[src/rtl/dbl_pkg.sv]
package dbl_pkg;
   // synchronized control bundle, all active low
   typedef struct packed {
      logic lo_sel_n;
      logic hi_sel_n;
      logic wr_n;
      logic ld_n;
   } dbl_ctl_t;

   localparam int unsigned CTL_W = $bits(dbl_ctl_t);
   localparam dbl_ctl_t CTL_IDLE = '{lo_sel_n: 1'b1, hi_sel_n: 1'b1, wr_n: 1'b1, ld_n: 1'b1};
endpackage

[src/rtl/dbl_sync.sv]
module dbl_sync #(
   parameter int unsigned W      = 4,
   parameter int unsigned STAGES = 2,
   parameter logic [W-1:0] RST_VAL = '0
) (
   input  logic         clk,
   input  logic         rst_n,
   input  logic [W-1:0] d_i,
   output logic [W-1:0] q_o
);
   generate
      if (STAGES < 1) begin : g_bad
         $error("dbl_sync: STAGES must be at least 1");
      end
   endgenerate

   logic [W-1:0] pipe_q [STAGES];

   always_ff @(posedge clk or negedge rst_n) begin
      if (!rst_n) begin
         for (int i = 0; i < STAGES; i++) pipe_q[i] <= RST_VAL;
      end else begin
         pipe_q[0] <= d_i;
         for (int i = 1; i < STAGES; i++) pipe_q[i] <= pipe_q[i-1];
      end
   end

   assign q_o = pipe_q[STAGES-1];
endmodule

[src/rtl/dbl_section.sv]
module dbl_section #(
   parameter int unsigned W = 8
) (
   input  logic         clk,
   input  logic         rst_n,
   input  logic         en_i,
   input  logic [W-1:0] d_i,
   output logic [W-1:0] q_o,
   output logic [W-1:0] nxt_o
);
   generate
      if (W < 1) begin : g_bad
         $error("dbl_section: W must be at least 1");
      end
   endgenerate

   // value the part will hold after this edge; feeds a transparent DAC stage
   assign nxt_o = en_i ? d_i : q_o;

   always_ff @(posedge clk or negedge rst_n) begin
      if (!rst_n) q_o <= '0;
      else        q_o <= nxt_o;
   end
endmodule

[src/rtl/dbl_dac_stage.sv]
module dbl_dac_stage #(
   parameter int unsigned CODE_W   = 12,
   parameter bit          AUTO_OPT = 1'b1
) (
   input  logic              clk,
   input  logic              rst_n,
   input  logic              auto_i,
   input  logic              hi_sel_n_s,
   input  logic              ld_n_s,
   input  logic [CODE_W-1:0] word_nxt_i,
   output logic              ld_act_o,
   output logic [CODE_W-1:0] code_o
);
   generate
      if (AUTO_OPT) begin : g_auto
         assign ld_act_o = auto_i ? !hi_sel_n_s : !ld_n_s;
      end else begin : g_manual
         logic unused_auto;
         assign unused_auto = auto_i ^ hi_sel_n_s;
         assign ld_act_o = !ld_n_s;
      end
   endgenerate

   always_ff @(posedge clk or negedge rst_n) begin
      if (!rst_n)        code_o <= '0;
      else if (ld_act_o) code_o <= word_nxt_i;
   end
endmodule

[src/rtl/dac_byte_loader.sv]
module dac_byte_loader #(
   parameter int unsigned BUS_W       = 8,
   parameter int unsigned CODE_W      = 12,
   parameter int unsigned SYNC_STAGES = 2,
   parameter bit          AUTO_OPT    = 1'b1
) (
   input  logic              clk,
   input  logic              rst_n,
   input  logic              auto_xfer_i,
   input  logic              lo_sel_n_i,
   input  logic              hi_sel_n_i,
   input  logic              wr_n_i,
   input  logic              ld_n_i,
   input  logic [BUS_W-1:0]  bus_i,
   output logic [CODE_W-1:0] code_o
);
   import dbl_pkg::*;

   localparam int unsigned HI_W = CODE_W - BUS_W;

   generate
      if (CODE_W <= BUS_W || HI_W > BUS_W) begin : g_bad_w
         $error("dac_byte_loader: need BUS_W < CODE_W <= 2*BUS_W");
      end
      if (SYNC_STAGES < 1) begin : g_bad_s
         $error("dac_byte_loader: SYNC_STAGES must be at least 1");
      end
   endgenerate

   dbl_ctl_t          ctl_raw, ctl_s;
   logic [BUS_W-1:0]  bus_s;
   logic              lo_en, hi_en, ld_act;
   logic [BUS_W-1:0]  lo_q, lo_nxt;
   logic [HI_W-1:0]   hi_q, hi_nxt;

   assign ctl_raw = '{lo_sel_n: lo_sel_n_i, hi_sel_n: hi_sel_n_i,
                      wr_n: wr_n_i, ld_n: ld_n_i};

   dbl_sync #(.W(CTL_W), .STAGES(SYNC_STAGES), .RST_VAL(CTL_IDLE)) u_ctl_sync (
      .clk(clk), .rst_n(rst_n), .d_i(ctl_raw), .q_o(ctl_s));

   // bus delayed as far as the strobes, so the locking edge sees old data
   dbl_sync #(.W(BUS_W), .STAGES(SYNC_STAGES), .RST_VAL('0)) u_bus_dly (
      .clk(clk), .rst_n(rst_n), .d_i(bus_i), .q_o(bus_s));

   assign lo_en = !ctl_s.lo_sel_n && !ctl_s.wr_n;
   assign hi_en = !ctl_s.hi_sel_n && !ctl_s.wr_n;

   dbl_section #(.W(BUS_W)) u_lo (
      .clk(clk), .rst_n(rst_n), .en_i(lo_en), .d_i(bus_s),
      .q_o(lo_q), .nxt_o(lo_nxt));

   dbl_section #(.W(HI_W)) u_hi (
      .clk(clk), .rst_n(rst_n), .en_i(hi_en), .d_i(bus_s[HI_W-1:0]),
      .q_o(hi_q), .nxt_o(hi_nxt));

   dbl_dac_stage #(.CODE_W(CODE_W), .AUTO_OPT(AUTO_OPT)) u_dac (
      .clk(clk), .rst_n(rst_n), .auto_i(auto_xfer_i),
      .hi_sel_n_s(ctl_s.hi_sel_n), .ld_n_s(ctl_s.ld_n),
      .word_nxt_i({hi_nxt, lo_nxt}), .ld_act_o(ld_act), .code_o(code_o));
endmodule

[config.mk]
export PLATFORM = sky130hd
export DESIGN_NAME = dac_byte_loader
export DESIGN_NICKNAME = d
export VERILOG_FILES = /design/src/rtl/dbl_pkg.sv /design/src/rtl/dbl_sync.sv /design/src/rtl/dbl_section.sv /design/src/rtl/dbl_dac_stage.sv /design/src/rtl/dac_byte_loader.sv
export SDC_FILE = /design/constraint.sdc
export NUM_CORES = 1
export LEC_CHECK = 0
export ABC_CLOCK_PERIOD_IN_PS = 3800
export BUFFER_PORTS_ARGS = -buffer_cell sky130_fd_sc_hd__clkbuf_2
export CAP_MARGIN = 30
export CORE_UTILIZATION = 43
export DETAILED_ROUTE_END_ITERATION = 7
export MAX_ROUTING_LAYER = met4
export PLACE_DENSITY = 0.67
export SLEW_MARGIN = 20
export SYNTH_ARGS = -nofsm -noshare
export SYNTH_HDL_FRONTEND = slang
export SYNTH_SLANG_ARGS = --single-unit
[constraint.sdc]
create_clock -name clk -period 3.8 [get_ports clk]
set_clock_uncertainty 0.2 [all_clocks]
set_input_delay 0.76 -clock clk [delete_from_list [all_inputs] [get_ports clk]]
set_output_delay 0.76 -clock clk [all_outputs]
set_load 0.01 [all_outputs]
* After elaboration in Yosys (flattened, before gate mapping) *
Cells that the tools add are included.
Widths: inputs -> output; s select.

storage, ports and cells
  input port bits = 15
  output and inout port bits = 12
  register bits after elaboration = 48
  logic and storage cells = 16

operators by class
  reductions and logical operators = 6
  muxes and demuxes = 3

operator list
  operator           count
  $mux 8             1
  $logic_not 1->1    4
  $mux 4             1
  $logic_and 1x1->1  2
  $mux 1             1

* Depth between registers and ports, before layout *
Gate-level depths: netlist (run 1).

  word-level depth = 3
  mapped depth = 3
  depth with buffers taken out = 3

* By module *
From an unflattened synthesis (run 1), not the netlist that was laid out.

unflattened totals
  cell total of the unflattened synthesis = 89
  area, all modules = 1645.3 um^2

modules (own cells, without submodules)
  module                 area each (um^2)  seq. area each (um^2)  times used  cells each
  dbl_dac_stage          460.4             300.3                  1           26
  dbl_sync (u_bus_dly)   460.4             400.4                  1           24
  dbl_section (u_lo)     331.6             200.2                  1           17
  dbl_sync (u_ctl_sync)  240.2             210.2                  1           12
  dbl_section (u_hi)     145.1             100.1                  1           8
  dac_byte_loader        7.5               0.0                    1           2

* Least setup slack after synthesis (run 1) *
No wires, ideal clock.

  path type = input port to flip-flop
  start = in auto_xfer_i
  end = reg u_dac.code_o[10]
  data arrival time = 1.557 ns
  stages on the path = 3
  setup time = 0.125 ns
  path buffers = 1
  setup slack = 1.918 ns
  cell sequence = mux2i_2 -> buf_6 -> mux2_4

on the way
  longest elaborated chain between the ends = 1

ends and longest elaborated chain
  element               RTL line              source
  start, declared       dac_byte_loader.sv:9  input logic auto_xfer_i,
  $mux 1                dbl_dac_stage.sv:16   assign ld_act_o = auto_i ? !hi_sel_n_s : !ld_n_s;
  end signal, assigned  dbl_dac_stage.sv:26   else if (ld_act_o) code_o <= word_nxt_i;
  end, declared         dbl_dac_stage.sv:12   output logic [CODE_W-1:0] code_o

No other way between the ends.
A chain may end at the register's enable or synchronous reset.

* Worst setup path in the final report (run 1) *
  start = reg u_dac.code_o[11]
  end = out code_o[11]

RTL lines
  element        RTL line               source
  end, declared  dac_byte_loader.sv:15  output logic [CODE_W-1:0] code_o

No word-level cell between the ends.

==> results of run 1 <==
## cell usage in the layout, fill, tap and decap left out, drive strengths merged
master    instances
nor2              2
bufinv            1
dfrtp            40
clkinvlp          1
inv               1
mux2             24
buf               2
mux2i             1
dfstp             8
clkbuf           31
## worst max path at each step
stage,depth (start not counted),endpoint,startpoint
6_report,1,code_o[11],u_dac.code_o[11]
3_5_place_dp,4,u_dac.code_o[8],auto_xfer_i
5_1_grt,1,code_o[11],u_dac.code_o[11]
3_3_place_gp,4,u_dac.code_o[7],auto_xfer_i
4_1_cts,1,code_o[11],u_dac.code_o[11]
2_1_floorplan,3,u_dac.code_o[10],auto_xfer_i
## metrics by stage
stage	hold WS, ns	setup slack (ns)
after floorplan	0.1312	1.918
after CTS	0.1543	1.987
final	0.1519	2.007
after global routing	0.1653	1.958
after global placement	0.1326	1.831
after detailed placement	0.1347	1.808
## power breakdown
group | internal [mW] | switching [mW]
combinational | 0.0930 | 0.0601
clock | 0.198 | 0.166
sequential | 0.574 | 0.0290
total | 0.865 | 0.256
## worst register-to-register path, stage by stage (launching register included)
cell and delay (ns):
sky130_fd_sc_hd__dfstp_2 0.39, sky130_fd_sc_hd__nor2_4 0.33, sky130_fd_sc_hd__mux2_4 0.36, sky130_fd_sc_hd__mux2_4 0.26
## metal layers
metal,up-vias,part of all wire,track usage
li1,320,-,-
met1,378,0.44,0.1737
met2,22,0.47,0.1922
met3,5,0.058,0.04348
met4,0,0.024,0.08523
met5,-,0,-
## kinds of logic after synthesis
group | Yosys count | share of synthesized area
flops | 48 | 0.7504
buf+inv | 1 | 0.006976
mux | 25 | 0.2318
simple gates | 2 | 0.01085
## registers in the layout, summed over array words and instances (netlist names)
signal,flops
u_dac.code_o,12
u_bus_dly.pipe_q,8
u_hi.q_o,4
u_lo.q_o,8
u_bus_dly.q_o,8
u_ctl_sync.pipe_q,4
u_ctl_sync.q_o,4
## area by class of cell
type	instances	area, um2	share of cell area
clock buffer	5	68.82	0.03583
clock inverter	3	46.29	0.02410
multi-input combinational	27	391.6	0.2039
sequential	48	1211	0.6306
tap	46	57.56	0.02997
timing repair buffer	28	145.1	0.07557
==> PnR_summary.wiki, run 1 <==
{| class="wikitable"
! Metric !! Value
|-
| Post-CTS Hold Buffers || 0
|-
| Maximum number of pins on one net before global-route repair || 29
|-
| Layout net count || about 130
|-
| Number of primary I/O pins || 27
|-
| Utilization of the core after routing || 0.5538
|-
| Overall global routing resource usage || 0.1377
|-
| Via count of the first global-routing pass || between 700 and 800
|-
| Area after DPL || 1805 um2
|-
| Overall overflow remaining after global route || 0
|-
| Top cells by count, synth || 40 x sky130_fd_sc_hd__dfrtp_1, 24 x sky130_fd_sc_hd__mux2_4, 8 x sky130_fd_sc_hd__dfstp_2
|-
| Die Width || roughly 63 um
|-
| Max-slew headroom at the worst pin || 0.6786
|-
| Synthesized area per cell || ~21 um2
|-
| Overall routed net length || 2154 um
|-
| Tightest Hold Check Type || reg2reg
|-
| Full die area || 4002 um2
|-
| Number of port buffers || 26
|-
| Lkg Pwr || approximately 0.92 nW
|-
| Pre-antenna DRT Iters || 4
|-
| Cell breakdown of the critical path || clkbuf_2
|-
| TritonCTS buffer count || 5
|-
| Summed area of non-filler cells in the final layout || slightly below 2000 um2
|-
| Slowest stage delay, CP || ~0.4 ns
|-
| Number of instances resized during post-cts repair || 0
|-
| Initial Util || 0.4654
|-
| Cell area after synthesis || 1614 um2
|-
| Number of antenna violations at the first check in global routing || 0
|-
| Startpoint Class || flip-flop
|-
| Proportion of netlist area held by the largest area contributor || 0.6202
|-
| Initial drt markers || 27
|-
| Sequential element share of the synthesized area || 0.7504
|-
| Final cell count without fillers || between 150 and 200
|-
| Yosys warns || 0
|-
| Post-DR wirelength/cell || around 14 um
|-
| Syn nets || 91
|-
| Number of enable-type register cells in the synthesized netlist || 0
|-
| Sinks on Clock Net || between 40 and 50
|-
| Start point of the worst hold path || u_bus_dly.pipe_q[10]
|-
| Height of the die || 63.27 um
|-
| Gpl congestion || 0.6541
|-
| Post-route DRC || 0
|-
| Power density normalized to cell area || 583.3 nW/um2
|-
| Antenna-violating nets left || 0
|-
| Launch point of the worst reg-to-reg path || u_ctl_sync.q_o[1]
|-
| Area of the placeable core || between 3000 and 4000 um2
|-
| DP Wirelength || ~1400 um
|-
| Overall Power || 1.120 mW
|-
| Outcome || finished, final reports clean
|-
| Average vias per placed instance || ~4.6
|-
| Peak VDD IR || around 330 uV
|-
| Maximum fanout count along the critical path || 2
|-
| Area growth syn-to-layout || 18.99%
|-
| Setup TNS || 0 ns
|-
| Cell family with the largest share of critical-path delay || flip-flops
|-
| CTS H-tree depth || 2
|-
| Count of filler cells inserted in the layout || approximately 290
|-
| Critical path class || reg2out
|-
| Maximum number of buffers from clock root to sink || 2
|-
| Highest-delay cell along the critical path || sky130_fd_sc_hd__dfrtp_1
|-
| TritonCTS clock tree || done
|-
| Period minus WS final || about 1.8 ns
|-
| Clock slew at the register clock pins of the worst setup and hold paths || ~0.09 ns
|-
| Global-route wire length before repair || about 3800 um
|-
| Number of cells on the worst reg-to-reg path || 3
|-
| Cell Count Post-Placement || 149
|-
| F_max || between 500 and 600 MHz
|-
| Hold Path Sink || u_bus_dly.q_o[2]
|-
| Number of synthesized register bits || 48
|-
| Async set-reset flop share out of synthesis || 1.000
|-
| Worst EP required || 2.84 ns
|-
| Clock Latency Late Sink || ~0.3 ns
|-
| Hold Path Cell Cnt || 0
|-
| Largest cells by area after synthesis || sky130_fd_sc_hd__dfrtp_1 62%, sky130_fd_sc_hd__mux2_4 22%, sky130_fd_sc_hd__dfstp_2 13%
|-
| Proportion of layout cells with a drive suffix above 1 || 0.6396
|-
| Number of post-CTS setup repair buffers || 0
|-
| Arrival time at the worst endpoint || slightly above 0.8 ns
|-
| Final Hold Viols || 0
|-
| Category of the worst setup path capture point || primary output
|-
| Period utilization || 0.4718
|-
| Buffers plus inverters on the worst setup path || 1
|-
| Final Max Tran Viols || 0
|-
| Setup repair after global routing missed its margin || false
|-
| Least-Margin Pin Slew || 0.4820 ns
|-
| Number of antenna cells inserted || 0
|-
| Count leader, synth || sky130_fd_sc_hd__dfrtp_1
|-
| Rows || 21
|-
| Buffer type at the clock tree root || sky130_fd_sc_hd__clkbuf_8
|-
| Max-cap violations || 0
|-
| Number of setup violations in the final report || 0
|-
| Prevailing post-synth register cell || sky130_fd_sc_hd__dfrtp_1
|-
| Via total after detailed routing || between 700 and 800
|-
| Number of instances in the synthesized netlist || 76
|-
| Register-to-register setup slack || ~2.2 ns
|-
| End of the worst register-to-register path || u_dac.code_o[4]
|-
| Cell variety after synth || 7
|-
| Area leader, netlist || sky130_fd_sc_hd__dfrtp_1
|}
(Power assumes the default switching activity.)
==> run 2: changes to the inputs <==
ABC_CLOCK_PERIOD_IN_PS = 1650   (was 3800)
clock period = 1.65 ns   (was 3.8 ns; I/O delays follow)
==> PnR_summary.wiki, run 2 (synthesized netlist as in run 1, its figures left out) <==
{| class="wikitable"
! Metric !! Value
|-
| Final Max Tran Viols || 0 (unchanged)
|-
| Peak VDD IR || 757.2 uV (+130%)
|-
| Tightest Hold Check Type || reg2reg
|-
| Overall routed net length || 2357 um (+9.4%)
|-
| Source of the critical timing path || u_ctl_sync.q_o[1]
|-
| Pre-CTS setup slack || 0.03260 ns (-1.775 ns)
|-
| Final Worst Setup Slack || 0.03383 ns (-1.973 ns)
|-
| Outcome || finished, final reports clean
|-
| Clock slew at the register clock pins of the worst setup and hold paths || 0.08 ns (about the same)
|-
| Start point of the worst hold path || u_bus_dly.pipe_q[12]
|-
| Pre-antenna DRT Iters || 4 (unchanged)
|-
| Gpl congestion || 0.7319 (+12%)
|-
| Height of the die || 63.27 um (unchanged)
|-
| Max-cap violations || 0 (unchanged)
|-
| Maximum number of buffers from clock root to sink || 2 (unchanged)
|-
| Clock Latency Late Sink || 0.29 ns (about the same)
|-
| Overall global routing resource usage || 0.1482 (+0.01057)
|-
| Number of antenna violations at the first check in global routing || 0 (unchanged)
|-
| Proportion of layout cells with a drive suffix above 1 || 0.5827 (-0.05696)
|-
| Period utilization || 0.9795
|-
| Critical path class || reg2reg
|-
| Number of cells on the worst reg-to-reg path || 4 (+1)
|-
| Initial Util || 0.4654 (unchanged)
|-
| Count of filler cells inserted in the layout || 272 (-4.9%)
|-
| F_max || between 600 and 700 MHz
|-
| Highest-delay cell along the critical path || sky130_fd_sc_hd__dfstp_2
|-
| Number of setup violations in the final report || 0 (unchanged)
|-
| CTS H-tree depth || 2 (unchanged)
|-
| Maximum number of pins on one net before global-route repair || 24 (-17%)
|-
| Max-slew headroom at the worst pin || 0.7140 (+0.03535)
|-
| Wire length on met1 || 1127 um (+18%)
|-
| Slowest stage delay, CP || 0.57 ns (+0.17 ns)
|-
| Number of antenna cells inserted || 0 (unchanged)
|-
| Layout net count || 141 (+13%)
|-
| Sinks on Clock Net || 48 (unchanged)
|-
| Via total after detailed routing || 762 (+5.1%)
|-
| Rows || 21 (unchanged)
|-
| Register with the most flip-flops || u_dac.code_o
|-
| Full die area || 4002 um2 (unchanged)
|-
| Area of the placeable core || 3468 um2 (unchanged)
|-
| TritonCTS clock tree || done
|-
| Buffer type at the clock tree root || sky130_fd_sc_hd__clkbuf_8
|-
| Lkg Pwr || 1.006 nW (+9.1%)
|-
| Least-Margin Pin Slew || 0.4290 ns (-0.05302 ns)
|-
| Final cell count without fillers || 173 (+10%)
|-
| Post-DR wirelength/cell || 13.62 um (-0.70%)
|-
| Area growth syn-to-layout || 30.39%
|-
| TritonCTS buffer count || 5 (unchanged)
|-
| Via count of the first global-routing pass || 848 (+7.3%)
|-
| Arrival time at the worst endpoint || 1.61 ns (+0.78 ns)
|-
| Area after DPL || 1833 um2 (+1.5%)
|-
| End of the worst register-to-register path || u_dac.code_o[3]
|-
| Final Hold Viols || 0 (unchanged)
|-
| Setup TNS || 0 ns (unchanged)
|-
| Initial drt markers || 45 (+67%)
|-
| Global-route wire length before repair || 4064 um (+5.8%)
|-
| Period minus WS final || around 1.6 ns
|-
| Startpoint Class || flip-flop
|-
| DP Wirelength || 1553 um (+11%)
|-
| Overall overflow remaining after global route || 0 (unchanged)
|-
| Summed area of non-filler cells in the final layout || 2105 um2 (+9.6%)
|-
| Post-route DRC || 0 (unchanged)
|-
| Die Width || 63.27 um (unchanged)
|-
| Cell Count Post-Placement || 151 (+1.3%)
|-
| Antenna-violating nets left || 0 (unchanged)
|-
| Category of the worst setup path capture point || flip-flop
|-
| Setup repair after global routing missed its margin || true
|-
| Highest signal layer in the routed design || met4
|-
| Worst Hold Margin || 0.1540 ns (+0.002139 ns)
|-
| Termination of the worst setup path || u_dac.code_o[3]
|-
| Buffers plus inverters on the worst setup path || 1 (unchanged)
|-
| Launch point of the worst reg-to-reg path || u_ctl_sync.q_o[1]
|-
| Worst EP required || 1.64 ns (-1.20 ns)
|-
| Flip-flop count of the largest register, all copies and words added || 12 (unchanged)
|-
| Number of port buffers || 26 (unchanged)
|-
| Number of primary I/O pins || 27 (unchanged)
|-
| Most frequent standard cell in the layout excluding fill and tap cells || sky130_fd_sc_hd__dfrtp_1
|-
| Routed wire length on met3 || 125 um (+0.81%)
|-
| Average vias per placed instance || 4.405 (-4.6%)
|-
| Met2 WL || 1050 um (+2.6%)
|-
| Cell breakdown of the critical path || nor2_4, buf_12, mux2_4, mux2_4
|-
| Most repeated library cell on the critical path || sky130_fd_sc_hd__mux2_4
|-
| Number of cells on the critical path || 4 (+3)
|-
| Register-to-register setup slack || 0.03 ns (-2.13 ns)
|-
| Cell family with the largest share of critical-path delay || flip-flops
|-
| Maximum fanout count along the critical path || 8 (+6)
|-
| Power density normalized to cell area || 1258 nW/um2 (+120%)
|-
| Commonest non-fill, non-tap cells in the layout || 40 x sky130_fd_sc_hd__dfrtp_1, 26 x sky130_fd_sc_hd__clkbuf_2, 24 x sky130_fd_sc_hd__mux2_4
|}
[run 2: cell count changes in the layout (fill, tap and decap cells not counted)]
cell	change
sky130_fd_sc_hd__clkbuf_8	+1
sky130_fd_sc_hd__inv_6	-1
sky130_fd_sc_hd__dlygate4sd3_1	+13
sky130_fd_sc_hd__clkinvlp_4	-1
sky130_fd_sc_hd__clkinv_4	+1
sky130_fd_sc_hd__buf_12	+2
sky130_fd_sc_hd__buf_4	+1
[run 2: worst min-delay path by stage]
stage               slack (ns)                   end  cells after the start
global route              0.17     u_ctl_sync.q_o[3]                      0
detailed placement        0.09       u_dac.code_o[2]                      1
finish                    0.15      u_bus_dly.q_o[4]                      0
CTS                       0.16      u_bus_dly.q_o[4]                      0
floorplan                -0.17  u_bus_dly.pipe_q[10]                      0
global placement          0.07       u_dac.code_o[2]                      1
[run 2: report_power, final]
group          switching, mW  total (mW)  leakage, nW  internal (mW)
Sequential            0.0647        1.39        0.553           1.32
Clock                  0.371       0.866       0.0614          0.495
Combinational          0.149       0.395        0.392          0.246
[run 2: metal layers]
| metal | up-vias | track usage |
|---|---|---|
| li1 | 356 | - |
| met1 | 378 | 0.1912 |
| met2 | 24 | 0.1935 |
| met3 | 4 | 0.06341 |
| met4 | 0 | 0.08523 |
| met5 | - | - |
[run 2: per-stage QoR]
stage / utilization / total power, mW
final: 0.6068 / 2.648
after detailed placement: 0.5285 / 1.779
after global placement: 0.5285 / 1.768
after CTS: 0.6010 / 2.683
after floorplan: - / 1.627
after global routing: 0.6068 / 2.788
[run 2: final cells by class]
| cell class | count | area [um2] | area share |
|---|---|---|---|
| Sequential cell | 48 | 1211 | 0.5755 |
| Multi-Input combinational cell | 27 | 391.6 | 0.1861 |
| Timing Repair Buffer | 44 | 322.8 | 0.1534 |
| Clock buffer | 6 | 82.58 | 0.03924 |
| Tap cell | 46 | 57.56 | 0.02735 |
| Clock inverter | 2 | 38.79 | 0.01843 |
[run 2: timing repair]
| action | CTS | global route |
|---|---|---|
| buffers inserted | 0 | 1 |
| hold buffers | 13 | 0 |
| resized for setup | 0 | 0 |
| endpoints found under the setup margin | 0 | 5 |
| hold endpoints to repair | 18 | 0 |
